`src/rtl/bpk_pkg.sv`:
```
package bpk_pkg;
  localparam int SLOTS_PER_PIXEL = 24;
  localparam int COLOUR_BITS     = 8;

  typedef enum logic [1:0] {
    ST_IDLE  = 2'd0,
    ST_RUN   = 2'd1,
    ST_BLANK = 2'd2
  } bpk_state_e;
endpackage

```
`src/rtl/bpk_lane_decode.sv`:
```
module bpk_lane_decode #(
  parameter int LANES  = 32,
  parameter int LANE_W = $clog2(LANES)
) (
  input  logic [LANE_W-1:0] lane,
  output logic [LANES-1:0]  mask
);
  for (genvar g = 0; g < LANES; g++) begin : g_lane
    assign mask[g] = (lane == LANE_W'(g));
  end
endmodule

```
`src/rtl/bpk_bit_pick.sv`:
```
module bpk_bit_pick
  import bpk_pkg::*;
#(
  parameter int SLOT_W = $clog2(SLOTS_PER_PIXEL)
) (
  input  logic [SLOTS_PER_PIXEL-1:0] pixel,
  input  logic [SLOT_W-1:0]          slot,
  output logic                       bit_out
);
  // Slot 0 carries the top bit (green MSB); the last slot carries blue LSB.
  logic [SLOTS_PER_PIXEL-1:0] taps;

  for (genvar s = 0; s < SLOTS_PER_PIXEL; s++) begin : g_tap
    assign taps[s] = pixel[SLOTS_PER_PIXEL-1-s];
  end

  always_comb begin
    bit_out = 1'b0;
    for (int s = 0; s < SLOTS_PER_PIXEL; s++) begin
      if (slot == SLOT_W'(s)) bit_out = taps[s];
    end
  end
endmodule

```
`src/rtl/bpk_merge.sv`:
```
module bpk_merge #(
  parameter int LANES = 32
) (
  input  logic [LANES-1:0] old_word,
  input  logic [LANES-1:0] lane_mask,
  input  logic             bit_val,
  output logic [LANES-1:0] new_word
);
  always_comb begin
    if (bit_val) new_word = old_word | lane_mask;
    else         new_word = old_word & ~lane_mask;
  end
endmodule

```
`src/rtl/bpk_seq.sv`:
```
module bpk_seq
  import bpk_pkg::*;
#(
  parameter int MAX_PIXELS = 16,
  parameter int IDX_W      = 8,
  parameter int ADDR_W     = 9,
  parameter int SLOT_W     = 5
) (
  input  logic              clk,
  input  logic              rst_n,
  input  logic              pix_valid,
  input  logic [IDX_W-1:0]  pix_index,
  input  logic              blank_req,
  output logic              pix_ready,
  output logic              load_en,
  output logic              err_pulse,
  output logic              rd_en,
  output logic [ADDR_W-1:0] rd_addr,
  output logic [SLOT_W-1:0] rd_slot,
  output logic              wr_pend,
  output logic [ADDR_W-1:0] wr_addr,
  output logic [SLOT_W-1:0] wr_slot,
  output logic              blank_on,
  output logic [ADDR_W-1:0] blank_addr
);
  localparam int TOTAL_WORDS = MAX_PIXELS * SLOTS_PER_PIXEL;
  localparam logic [SLOT_W-1:0] LAST_SLOT = SLOT_W'(SLOTS_PER_PIXEL - 1);
  localparam logic [ADDR_W-1:0] LAST_WORD = ADDR_W'(TOTAL_WORDS - 1);

  bpk_state_e state_q;
  logic idle, handshake, index_ok, start_blank;
  logic [ADDR_W-1:0] base_addr;

  assign idle        = (state_q == ST_IDLE) && !wr_pend;
  assign pix_ready   = idle && !blank_req;
  assign handshake   = pix_valid && pix_ready;
  assign index_ok    = (pix_index < IDX_W'(MAX_PIXELS));
  assign load_en     = handshake && index_ok;
  assign start_blank = idle && blank_req;
  assign base_addr   = ADDR_W'(pix_index) * ADDR_W'(SLOTS_PER_PIXEL);
  assign rd_en       = (state_q == ST_RUN);
  assign blank_on    = (state_q == ST_BLANK);

  always_ff @(posedge clk) begin
    if (!rst_n) begin
      state_q    <= ST_IDLE;
      rd_addr    <= '0;
      rd_slot    <= '0;
      blank_addr <= '0;
      err_pulse  <= 1'b0;
      wr_pend    <= 1'b0;
      wr_addr    <= '0;
      wr_slot    <= '0;
    end else begin
      err_pulse <= handshake && !index_ok;
      wr_pend   <= rd_en;
      wr_addr   <= rd_addr;
      wr_slot   <= rd_slot;
      case (state_q)
        ST_IDLE: begin
          if (start_blank) begin
            state_q    <= ST_BLANK;
            blank_addr <= '0;
          end else if (load_en) begin
            state_q <= ST_RUN;
            rd_addr <= base_addr;
            rd_slot <= '0;
          end
        end
        ST_RUN: begin
          rd_addr <= rd_addr + ADDR_W'(1);
          rd_slot <= rd_slot + SLOT_W'(1);
          if (rd_slot == LAST_SLOT) state_q <= ST_IDLE;
        end
        ST_BLANK: begin
          blank_addr <= blank_addr + ADDR_W'(1);
          if (blank_addr == LAST_WORD) state_q <= ST_IDLE;
        end
        default: state_q <= ST_IDLE;
      endcase
    end
  end
endmodule

```
`src/rtl/bitplane_packer.sv`:
```
module bitplane_packer
  import bpk_pkg::*;
#(
  parameter int LANES      = 32,
  parameter int MAX_PIXELS = 16,
  parameter int IDX_W      = 8,
  parameter int LANE_W     = $clog2(LANES),
  parameter int ADDR_W     = $clog2(MAX_PIXELS * SLOTS_PER_PIXEL)
) (
  input  logic                       clk,
  input  logic                       rst_n,
  input  logic                       pix_valid,
  output logic                       pix_ready,
  input  logic [SLOTS_PER_PIXEL-1:0] pix_data,
  input  logic [IDX_W-1:0]           pix_index,
  input  logic [LANE_W-1:0]          pix_lane,
  input  logic                       blank_req,
  output logic                       err_pulse,
  output logic                       mem_rd_en,
  output logic [ADDR_W-1:0]          mem_rd_addr,
  input  logic [LANES-1:0]           mem_rd_data,
  output logic                       mem_wr_en,
  output logic [ADDR_W-1:0]          mem_wr_addr,
  output logic [LANES-1:0]           mem_wr_data
);
  localparam int SLOT_W = $clog2(SLOTS_PER_PIXEL);

  logic                       load_en, wr_pend, blank_on, cur_bit;
  logic [SLOT_W-1:0]          rd_slot, wr_slot;
  logic [ADDR_W-1:0]          wr_addr, blank_addr;
  logic [LANES-1:0]           mask_d, mask_q, merged;
  logic [SLOTS_PER_PIXEL-1:0] pixel_q;

  bpk_seq #(
    .MAX_PIXELS(MAX_PIXELS), .IDX_W(IDX_W), .ADDR_W(ADDR_W), .SLOT_W(SLOT_W)
  ) u_seq (
    .clk(clk), .rst_n(rst_n), .pix_valid(pix_valid), .pix_index(pix_index),
    .blank_req(blank_req), .pix_ready(pix_ready), .load_en(load_en),
    .err_pulse(err_pulse), .rd_en(mem_rd_en), .rd_addr(mem_rd_addr),
    .rd_slot(rd_slot), .wr_pend(wr_pend), .wr_addr(wr_addr),
    .wr_slot(wr_slot), .blank_on(blank_on), .blank_addr(blank_addr)
  );

  bpk_lane_decode #(.LANES(LANES), .LANE_W(LANE_W)) u_dec (
    .lane(pix_lane), .mask(mask_d)
  );

  // Pixel and lane mask are captured once per accepted pixel.
  always_ff @(posedge clk) begin
    if (!rst_n) begin
      pixel_q <= '0;
      mask_q  <= '0;
    end else if (load_en) begin
      pixel_q <= pix_data;
      mask_q  <= mask_d;
    end
  end

  bpk_bit_pick #(.SLOT_W(SLOT_W)) u_pick (
    .pixel(pixel_q), .slot(wr_slot), .bit_out(cur_bit)
  );

  bpk_merge #(.LANES(LANES)) u_merge (
    .old_word(mem_rd_data), .lane_mask(mask_q), .bit_val(cur_bit), .new_word(merged)
  );

  // rd_slot is the read-stage slot; it reaches the write stage as wr_slot.
  logic unused_slot;
  assign unused_slot = ^rd_slot;

  assign mem_wr_en   = wr_pend | blank_on;
  assign mem_wr_addr = blank_on ? blank_addr : wr_addr;
  assign mem_wr_data = blank_on ? '0 : merged;
endmodule

```
`config.mk`:
```
export PLATFORM = sky130hd
export DESIGN_NAME = bitplane_packer
export DESIGN_NICKNAME = d
export VERILOG_FILES = /design/src/rtl/bpk_pkg.sv /design/src/rtl/bpk_lane_decode.sv /design/src/rtl/bpk_bit_pick.sv /design/src/rtl/bpk_merge.sv /design/src/rtl/bpk_seq.sv /design/src/rtl/bitplane_packer.sv
export SDC_FILE = /design/constraint.sdc
export NUM_CORES = 1
export LEC_CHECK = 0
export ABC_AREA = 1
export BUFFER_PORTS_ARGS = -buffer_cell sky130_fd_sc_hd__buf_2
export CORE_MARGIN = 2
export CORE_UTILIZATION = 45
export CTS_CLUSTER_DIAMETER = 120
export DETAILED_ROUTE_END_ITERATION = 10
export PLACE_DENSITY = 0.69
export SLEW_MARGIN = 25
export SYNTH_ARGS = -nofsm -noshare
export SYNTH_HDL_FRONTEND = slang
export SYNTH_SLANG_ARGS = --single-unit
```
`constraint.sdc`:
```
create_clock -name clk -period 2.2 [get_ports clk]
set_input_delay 0.11 -clock clk [delete_from_list [all_inputs] [get_ports clk]]
set_output_delay 0.11 -clock clk [all_outputs]
set_load 0.05 [all_outputs]
```
* Yosys cells after proc, flatten, opt, wreduce, memory -nomap -nowiden
Index checks and enable logic that the tools add are counted.
** Storage, ports and cells
- Word-level logic and storage cells :: 140
- Output and inout bits :: 54
- Flip-flop bits (word level) :: 97
** Cells by class
- Bitwise gates (word level) :: 4
- Order comparisons :: 1
- Equality and inequality tests :: 64
- Reduce and logical (&&, ||, !) cells :: 17
- $mul :: 1
- Multiplexer cells :: 40
- $add $sub $neg :: 3
** Operators by type and width (count)
- $eq A5 B5 Y1 const B :: 25
- $eq A5 B4 Y1 const B :: 16
- $mux W32 :: 2
- $eq A5 B3 Y1 const B :: 8
- $mux W9 :: 4
- $pmux W9 S2 :: 2
- $and A32 B32 Y32 :: 1
- $not A32 Y32 :: 1
- $or A32 B32 Y32 :: 1
- $mux W1 :: 24
- $eq A5 B2 Y1 const B :: 4
- $add A9 B1 Y9 const B :: 2
- $eq A5 B1 Y1 const B :: 2
- $logic_not A5 Y1 :: 2
- $mux W5 :: 2
- $pmux W5 S2 :: 1
- $eq A9 B9 Y1 const B :: 1
- $lt A8 B5 Y1 const B :: 1
- $mul A8 B2 Y6 const B :: 1
- $mux W2 :: 4
- $logic_and A1 B1 Y1 :: 6
- $ne A2 B1 Y1 const B :: 3
- $pmux W2 S3 :: 1
- $reduce_and A3 Y1 :: 2
- 10 further kinds :: 14

* Longest topological paths before layout
Gate-level depths: netlist (run 1).
- Depth after elaboration :: 27
- Mapped depth :: 24
- Gate-level depth less buffers :: 23

* Hierarchy
From an unflattened synthesis (run 1), not the netlist that was laid out.
** Unflattened totals
- Cells, all modules :: 1020
- Area total of the unflattened synthesis :: 5903.2 µm²
** By module, submodules not included
- bitplane_packer :: cells an instance 452, instances 1, area an instance 2640.0 µm²
- bpk_seq :: cells an instance 285, instances 1, area an instance 2035.7 µm²
- bpk_merge :: cells an instance 131, instances 1, area an instance 514.2 µm²
- bpk_bit_pick :: cells an instance 87, instances 1, area an instance 444.2 µm²
- bpk_lane_decode :: cells an instance 65, instances 1, area an instance 269.0 µm²

* Worst setup path after synthesis (run 1)
No wires, ideal clock.
- Path type :: reg-to-output
- Start point :: register u_seq.wr_slot[3]
- End point :: output mem_wr_data[27]
- Path buffers :: 1
- Stages on the path, launching flop included :: 23
- Required time :: 2.090 ns
- Arrival :: 2.407 ns
- Slack :: -0.317 ns
- Path through :: dfxtp_1 nor2_1 nand2_1 nor2_1 nor2_1 nand2_1 nand2_1 nand2_1 nand2_1 nand2_1 nand2_1 nand4_1 nand2_1 nand4_1 nand2_1 nand2_1 nand2_1 nand2_1 nand2_2 nand4_4 buf_6 nor2_2 nor2_1
** Between the ends
- Word-level cells in the longest chain between the ends :: 27
- Elaborated cells on any way between the ends :: 50
- Those cells by class :: 23 x eq/ne; 26 x mux; 1 x reduce/logical
** Ends and longest elaborated chain
- start, declared :: RTL line bpk_seq.sv:22 : output logic [SLOT_W-1:0] wr_slot,
- start signal, assigned :: RTL line bpk_seq.sv:58 : wr_slot <= rd_slot;
- $logic_not A5 Y1 :: RTL line bpk_bit_pick.sv:20 : if (slot == SLOT_W'(s)) bit_out = taps[s];
- $mux W1 (23 in a row) :: RTL line bpk_bit_pick.sv:20
- $mux W1 * :: RTL line bpk_bit_pick.sv:20
- $mux W32 * :: RTL line bpk_merge.sv:10 : if (bit_val) new_word = old_word | lane_mask;
- $mux W32 * :: RTL line bitplane_packer.sv:73 : assign mem_wr_data = blank_on ? '0 : merged;
- end, declared :: RTL line bitplane_packer.sv:24 : output logic [LANES-1:0] mem_wr_data
Mark *: on every way between the ends. The rest lies on a longest branch, timed or not.

* Final worst setup path (run 1)
- Start point :: register u_seq.wr_slot[1]
- End point :: output mem_wr_data[14]
The elaborated chain is that of the path after synthesis.

==> impl_metrics.json, run 1 <==
{
  "irDropWorstVdd_mv": 0.271,
  "start_util_pct": 46.3,
  "worstMarginPinSlew_ns": 0.569,
  "yosys.area_share.adder_pct": 2.38,
  "grt_pass1_vias": 4985,
  "setup_violations": 32,
  "reg2reg_slack_ns": 0.24,
  "yosys.area.top_type": "dfxtp_1",
  "fmax_ghz": 0.361,
  "rsz0062_at_grt": "true",
  "mostFrequentLayoutCells": "inv_1 (112), buf_2 (94), dfxtp_1 (92)",
  "cp_slowest_cell": "dfxtp_4",
  "synthXorXnorAreaFrac_pct": 0.695,
  "final_common_cell": "inv_1",
  "cts_root_buffer": "clkbuf_8",
  "yosys.area_share.simple_pct": 25.3,
  "failed_checks": "setup timing",
  "final_cell_area_um2": 6770,
  "area.growth.synth_to_final_pct": 34.4,
  "cts_tree": "built",
  "clk_latency_ns": 0.36,
  "fillerInstances": 990,
  "cts_sinks": 97,
  "place_area_um2": 6100,
  "powerDensity_nw_per_um2": 545,
  "synth.mux.area_fraction_pct": 0,
  "holdCritPathClass": "in2reg",
  "register_area_um2": 1960,
  "path_buf_inv": 3,
  "cts_max_level": 3,
  "routed_wl_um": 13100,
  "synth_nets": 813,
  "multi_input_area_um2": 2800,
  "reg2regPathDepth": 12,
  "worstPathRequired_ns": 2.09,
  "yosys_warnings": 0,
  "post_drt_via_cell_ratio": 5.00,
  "io-pin-count": 127,
  "die_h_um": 110,
  "post-dp-hpwl_um": 9650,
  "antenna_found_initial": 0,
  "nets": 966,
  "cts_made_buffers": 9,
  "crit_type": "reg2out",
  "cap_violations": 0,
  "final_core_util_pct": 62.2,
  "fin_crit_sh_pct": 126,
  "grt_max_degree": 64,
  "crit_path_max_incr_delay_ns": 0.42,
  "r2r-end": "u_seq.rd_slot[4]",
  "fp.dieW_um": 110,
  "synth_top_family_by_area": "simple AND/OR/NAND/NOR gates",
  "io_buffer_count": 126,
  "whs_path_depth": 3,
  "wl_per_cell_um": 12.8,
  "yosysUniqueCellTypes": 35,
  "setup_ws_ns": -0.569,
  "preCtsSetupSlack_ns": -0.293,
  "synthCells": 731,
  "diodes": 0,
  "ys_seq_area_share_pct": 38.5,
  "slew_headroom_pct": 62.1,
  "fin_skew_ns": 0.0125,
  "drive_gt1_share_pct": 30.3,
  "final_hold_viol_count": 0,
  "crit_arrival_ns": 2.66,
  "worst_path_most_repeated_cell": "nand2_1",
  "grt_pass1_wl_um": 21600,
  "grt_overflow": 0,
  "syn_area_um2": 5040,
  "clk_pin_slew_ns": 0.10,
  "first_pass_iters": 5,
  "via_count": 5140,
  "rr_startpoint": "u_seq.state_q[1]",
  "status": "finished, violations left",
  "min_to": "pixel_q[15]",
  "ant_nets": 0,
  "cp-start-kind": "flip-flop",
  "fp.coreArea_um2": 10900,
  "synth_area_per_cell_um2": 6.89,
  "p_leak_nw": 2.92,
  "cp-end-kind": "output pin",
  "drt_iter0_drc": 258,
  "die-area_um2": 12100,
  "grtUsageTotal_pct": 22.4,
  "timing.hold.worst.start": "pix_data[15]",
  "synth_top_area_share_pct": 38.5,
  "gp_congestion": 0.860,
  "timing.final.crit_period_ns": 2.77,
  "cp_cell_sequence": "inv_4 -> nor3_4 -> nand2_1 -> or2_0 -> nand2_1 -> nand2_1 -> nand2_1 -> nand4_1 -> nand2_1 -> nand4_1 -> nand2_1 -> nand2_1 -> nand2_1 -> nand2_1 -> nand2_2 -> nand4_4 -> buf_12 -> nor2_2 -> nor2_4 -> buf_4",
  "drv_slew": 0,
  "path_delay_family": "simple AND/OR/NAND/NOR gates",
  "drc": 0,
  "synth_compound_area_share_pct": 20.8,
  "synth.area.top_cells": "dfxtp_1 (39%), o21ai_0 (8.8%), inv_1 (8.6%)",
  "cts_buffer_depth": 2,
  "synth-seq-cells": 97,
  "critPathMaxFanout": 22,
  "fp-row-count": 38
}
## worst min-delay path, cell delays in order
cell and delay [ns]:
buf_2 0.07, o21ai_0 0.08, a21oi_1 0.11
## synthesized netlist by cell type
cell type / instances
nand4_4: 1
nor2_1: 108
nor4_1: 1
a31oi_1: 28
nor3b_1: 1
xnor2_1: 2
o22ai_1: 2
xor2_1: 2
buf_1: 2
inv_1: 115
dfxtp_1: 97
fa_1: 1
buf_2: 1
a31o_2: 2
buf_6: 5
nor3_1: 15
ha_1: 8
clkbuf_1: 29
a21oi_1: 24
a211oi_1: 28
o32ai_1: 1
nor2_4: 1
a221oi_1: 5
nor2_2: 38
o21ai_0: 89
or2_0: 1
nand2_1: 90
nor3_2: 2
o21ai_1: 1
nand3_1: 18
or2_2: 1
inv_2: 3
o41ai_1: 1
nand4_1: 6
nand2_2: 2
## report_power, final
part	internal [mW]	leakage (nW)	switching, mW	total (mW)
clock network	0.528	0.0847	0.633	1.16
registers	1.77	0.787	0.0125	1.78
logic	0.263	2.05	0.487	0.750
total	2.56	2.92	1.13	3.69
## logic make-up (layout without fill, tap and decap cells)
logic type,count (synthesis),count (layout)
xor gates and xnor gates,4,4
AOI/OAI and AO/OA,181,181
buffers and inverters,155,313
adders and majority gates,9,9
and+or+nand+nor,285,285
DFF,97,97
## what timing repair did
action / in CTS / in global routing
endpoints found under the hold margin: 20 / 0
cloned: 0 / 0
hold buffers: 20 / 0
setup buffers: 1 / 1
gates resized for setup: 67 / 22
setup endpoints to repair: 32 / 33
pin swaps: 5 / 2
## how the worst max path moves through the flow
stage / startpoint / to / cells after the start
after global placement: u_seq.wr_slot[3] / mem_wr_data[18] / 23
after global routing: u_seq.wr_slot[2] / mem_wr_data[14] / 23
after CTS: u_seq.wr_slot[0] / mem_wr_data[4] / 19
after detailed placement: u_seq.wr_slot[3] / mem_wr_data[17] / 23
final: u_seq.wr_slot[1] / mem_wr_data[14] / 20
after floorplan: u_seq.wr_slot[3] / mem_wr_data[27] / 22
## per-stage QoR
step	hold slack [ns]	cells	setup TNS [ns]	power [mW]
floorplan	0.245	731	-0.0873	2.33
global placement	0.332	991	-8.46	2.50
detailed placement	0.336	991	-8.29	2.51
CTS	0.0389	1028	-16.61	3.71
global route	0.0684	1029	-24.99	3.85
finish	0.0424	1029	-17.48	3.69
## layer usage
layer | global-route usage (%) | part of all wire, % | vias to the layer above
li1 | - | - | 2682
met1 | 27.4 | 44 | 2291
met2 | 39.5 | 49 | 144
met3 | 3.97 | 5.2 | 23
met4 | 7.14 | 1.7 | 0
met5 | 0 | 0 | -
## registers in the layout (all words and copies together) (netlist names)
| register | count |
|---|---|
| mask_q | 32 |
| pixel_q | 24 |
| u_seq.blank_addr | 9 |
| u_seq.err_pulse | 1 |
| u_seq.rd_addr | 9 |
| u_seq.rd_slot | 5 |
| u_seq.state_q | 2 |
| u_seq.wr_addr | 9 |
| u_seq.wr_pend | 1 |
| u_seq.wr_slot | 5 |
## area by class of cell
class,instances,area share (%)
Clock buffer,10,1.88
Clock inverter,6,1.02
Timing Repair Buffer,179,17.6
Inverter,118,6.61
Multi-Input combinational cell,479,41.3
Sequential cell,97,28.9
Tap cell,140,2.59
Note: power is estimated with default switching activity, not from simulation.
==> run 2: changes to the inputs <==
Settings changed: PLACE_DENSITY 0.69 to 0.68, SYNTH_HIERARCHICAL set to 1.
==> run 2 against run 1 <==
Net effect: the flow still finishes with violations (setup timing); final cell count rose by 30%; sequential power barely moved; setup slack improved by 0.026 ns; area after synthesis rose by 17%; sequential share of layout area fell by 4.2 points; die area rose by 16%; total power rose by 14%; utilization rose by 0.099 points; synthesized cell count rose by 40%; critical path depth fell by 1; maximum frequency rose by 0.96%; critical endpoint is now mem_wr_data[6].
==> impl_metrics.json, run 2 <==
{
  "final_common_cell": "nand2_1",
  "die_h_um": 119,
  "whs_path_depth": 5,
  "crit_type": "reg2out",
  "final_cell_area_um2": 7930,
  "status": "finished, violations left",
  "clk_pin_slew_ns": 0.06,
  "routed_wl_um": 14800,
  "p_comb_share_pct": 20.0,
  "cp-start-kind": "flip-flop",
  "biggestRegsByFlops": "mask_q (32), pixel_q (24)",
  "setup_violations": 32,
  "ys_async_sr_fraction_pct": 0,
  "first_pass_iters": 7,
  "synth_area_per_cell_um2": 5.79,
  "synthCells": 1020,
  "p_leak_nw": 4.09,
  "ys_seq_area_share_pct": 32.9,
  "mostFrequentLayoutCells": "nand2_1 (307), nor2_1 (158), inv_1 (150)",
  "cts_root_buffer": "clkbuf_16",
  "via_count": 6105,
  "multi_input_area_um2": 3460,
  "fp.dieW_um": 119,
  "cts_sinks": 97,
  "holdCritPathClass": "in2reg",
  "synth_most_common_cell": "nand2_1",
  "synth_common_cells": "nand2_1 (354), nor2_1 (195), inv_1 (181)",
  "fmax_ghz": 0.365,
  "cts_tree": "built",
  "grtUsageTotal_pct": 20.5,
  "cap_violations": 0,
  "yosys.area.top_type": "dfxtp_1",
  "post-dp-hpwl_um": 9940,
  "grt_max_degree": 70,
  "intPower_mw": 2.98,
  "drc": 0,
  "timing.final.crit_period_ns": 2.74,
  "grt_overflow": 0,
  "worstMarginPinSlew_ns": 0.603,
  "cts_max_level": 3,
  "start_util_pct": 46.4,
  "rsz0062_at_grt": "true",
  "reg2reg_slack_ns": 0.55,
  "reg2regPathDepth": 8,
  "p_total_mw": 4.21,
  "synth-seq-cells": 97,
  "failed_checks": "setup timing",
  "io-pin-count": 127,
  "gp_congestion": 0.852,
  "synth_nets": 1102,
  "syn_area_um2": 5900,
  "register_area_um2": 1960,
  "final_core_util_pct": 62.3,
  "cts_buffer_depth": 2,
  "timing.hold.worst.start": "pix_data[11]",
  "cp-end-kind": "output pin",
  "worstPathRequired_ns": 2.09,
  "synth.area.top_cells": "dfxtp_1 (33%), nand2_1 (23%), nor2_1 (12%)",
  "yosys_warnings": 6,
  "slew_headroom_pct": 59.8,
  "grt_pass1_wl_um": 24100,
  "cp_slowest_cell": "dfxtp_4",
  "cts_made_buffers": 9,
  "ys.flop_type": "dfxtp_1",
  "largest_reg_flops": 32,
  "r2r-end": "u_seq/rd_slot[0]",
  "fp-row-count": 41,
  "swShare_pct": 29.1,
  "irDropWorstVdd_mv": 0.498,
  "drive_gt1_share_pct": 29.2,
  "diodes": 0,
  "io_buffer_count": 126,
  "fillerInstances": 1234,
  "critPathMaxFanout": 6,
  "switchingPower_mw": 1.22,
  "nets": 1241,
  "ant_nets": 0,
  "setup_ws_ns": -0.543,
  "grt_pass1_vias": 5452,
  "clk_latency_ns": 0.35,
  "clkPwrFrac_pct": 37.5,
  "synth_edf_count": 0,
  "powerDensity_nw_per_um2": 531,
  "fin_crit_sh_pct": 125,
  "fin_skew_ns": 0.00699,
  "die-area_um2": 14100,
  "crit_arrival_ns": 2.63,
  "area.growth.synth_to_final_pct": 34.3,
  "yosysUniqueCellTypes": 35,
  "crit_path_max_incr_delay_ns": 0.41,
  "drt_iter0_drc": 255,
  "largest-register": "mask_q",
  "min_to": "pixel_q[11]",
  "drv_slew": 0,
  "wl_per_cell_um": 11.1,
  "synth_top_area_share_pct": 32.9,
  "fin_tns_setup_ns": -16.27,
  "worst_path_most_repeated_cell": "nand2_1",
  "rr_startpoint": "u_seq/state_q[0]",
  "seqPwrFrac_pct": 42.5,
  "final_hold_viol_count": 0,
  "cp_cell_sequence": "nand2_2 -> nor2_4 -> nand2_1 -> o21ai_0 -> bufinv_8 -> nand2_1 -> nand4_1 -> nand2_1 -> nand4_1 -> nand2_1 -> nand2_1 -> nand2_2 -> nand3_4 -> clkbuf_16 -> nand2_1 -> nand2_1 -> inv_2 -> nor2_4 -> buf_8",
  "fp.coreArea_um2": 12700,
  "post_drt_via_cell_ratio": 4.57,
  "place_area_um2": 6980,
  "antenna_found_initial": 0
}
run 2: worst max-delay path, delay by kind of cell, from the launching register on:
kind,cells,cell delay (ns)
simple gates,14,1.07
compound gates,1,0.15
flops,1,0.41
buf+inv,4,0.63
run 2: kinds of logic after synthesis:
family	count (synthesis)	synth area share [%]
and+or+nand+nor	649	45.1
buffers and inverters	228	16.3
DFF	97	32.9
AOI/OAI and AO/OA	37	3.73
adders and majority gates	9	2.03
run 2: stage by stage:
step                      cells  worst slack [ns]  hold slack, ns
after global routing       1336            -0.785          0.0667
after CTS                  1332            -0.447          0.0384
after floorplan            1020           -0.0672           0.224
final                      1336            -0.543          0.0466
after global placement     1305            -0.261           0.397
after detailed placement   1305            -0.283           0.404
run 2: what timing repair did:
item	4_1_cts	5_1_grt
resized for setup	103	87
cloned	0	3
endpoints found under the hold margin	0	0
endpoints found under the setup margin	32	32
buffers inserted	11	1
hold buffers	0	0
pin swaps	7	22
run 2: final cells by class:
type | count | area share, %
clock buffers | 10 | 3.01
clock inverters | 6 | 0.726
inverters | 192 | 9.33
multi-input cells | 695 | 43.7
flip-flops and latches | 97 | 24.7
well taps | 172 | 2.72
repair buffers | 164 | 15.8
run 2: layer usage:
| layer | GRT usage (%) | part of all wire, % | vias to the layer above |
|---|---|---|---|
| met2 | 33.8 | 47 | 130 |
| met1 | 26.5 | 47 | 2671 |
| met4 | 8.33 | 1.9 | 0 |
| met5 | 0 | 0 | - |
| met3 | 3.67 | 4.5 | 21 |
| li1 | - | - | 3283 |
run 2: how the worst max path moves through the flow:
stage,from,end,slack [ns],cells after the start
after detailed placement,u_seq/wr_slot[1],mem_wr_data[26],-0.28,24
final,u_seq/wr_slot[0],mem_wr_data[6],-0.54,19
after CTS,u_seq/wr_slot[3],mem_wr_data[26],-0.45,20
after global placement,u_seq/wr_slot[1],mem_wr_data[23],-0.26,24
after global routing,u_seq/wr_slot[2],mem_wr_data[20],-0.78,23
after floorplan,u_seq/wr_slot[1],mem_wr_data[0],-0.07,23
run 2: power groups by stage:
stage	registers (mW)	clock network [mW]	logic, mW
2_1_floorplan	1.83	0	0.541
3_3_place_gp	1.83	0	0.722
3_5_place_dp	1.83	0	0.724
4_1_cts	1.78	1.61	0.801
5_1_grt	1.79	1.68	0.912
6_report	1.79	1.58	0.841
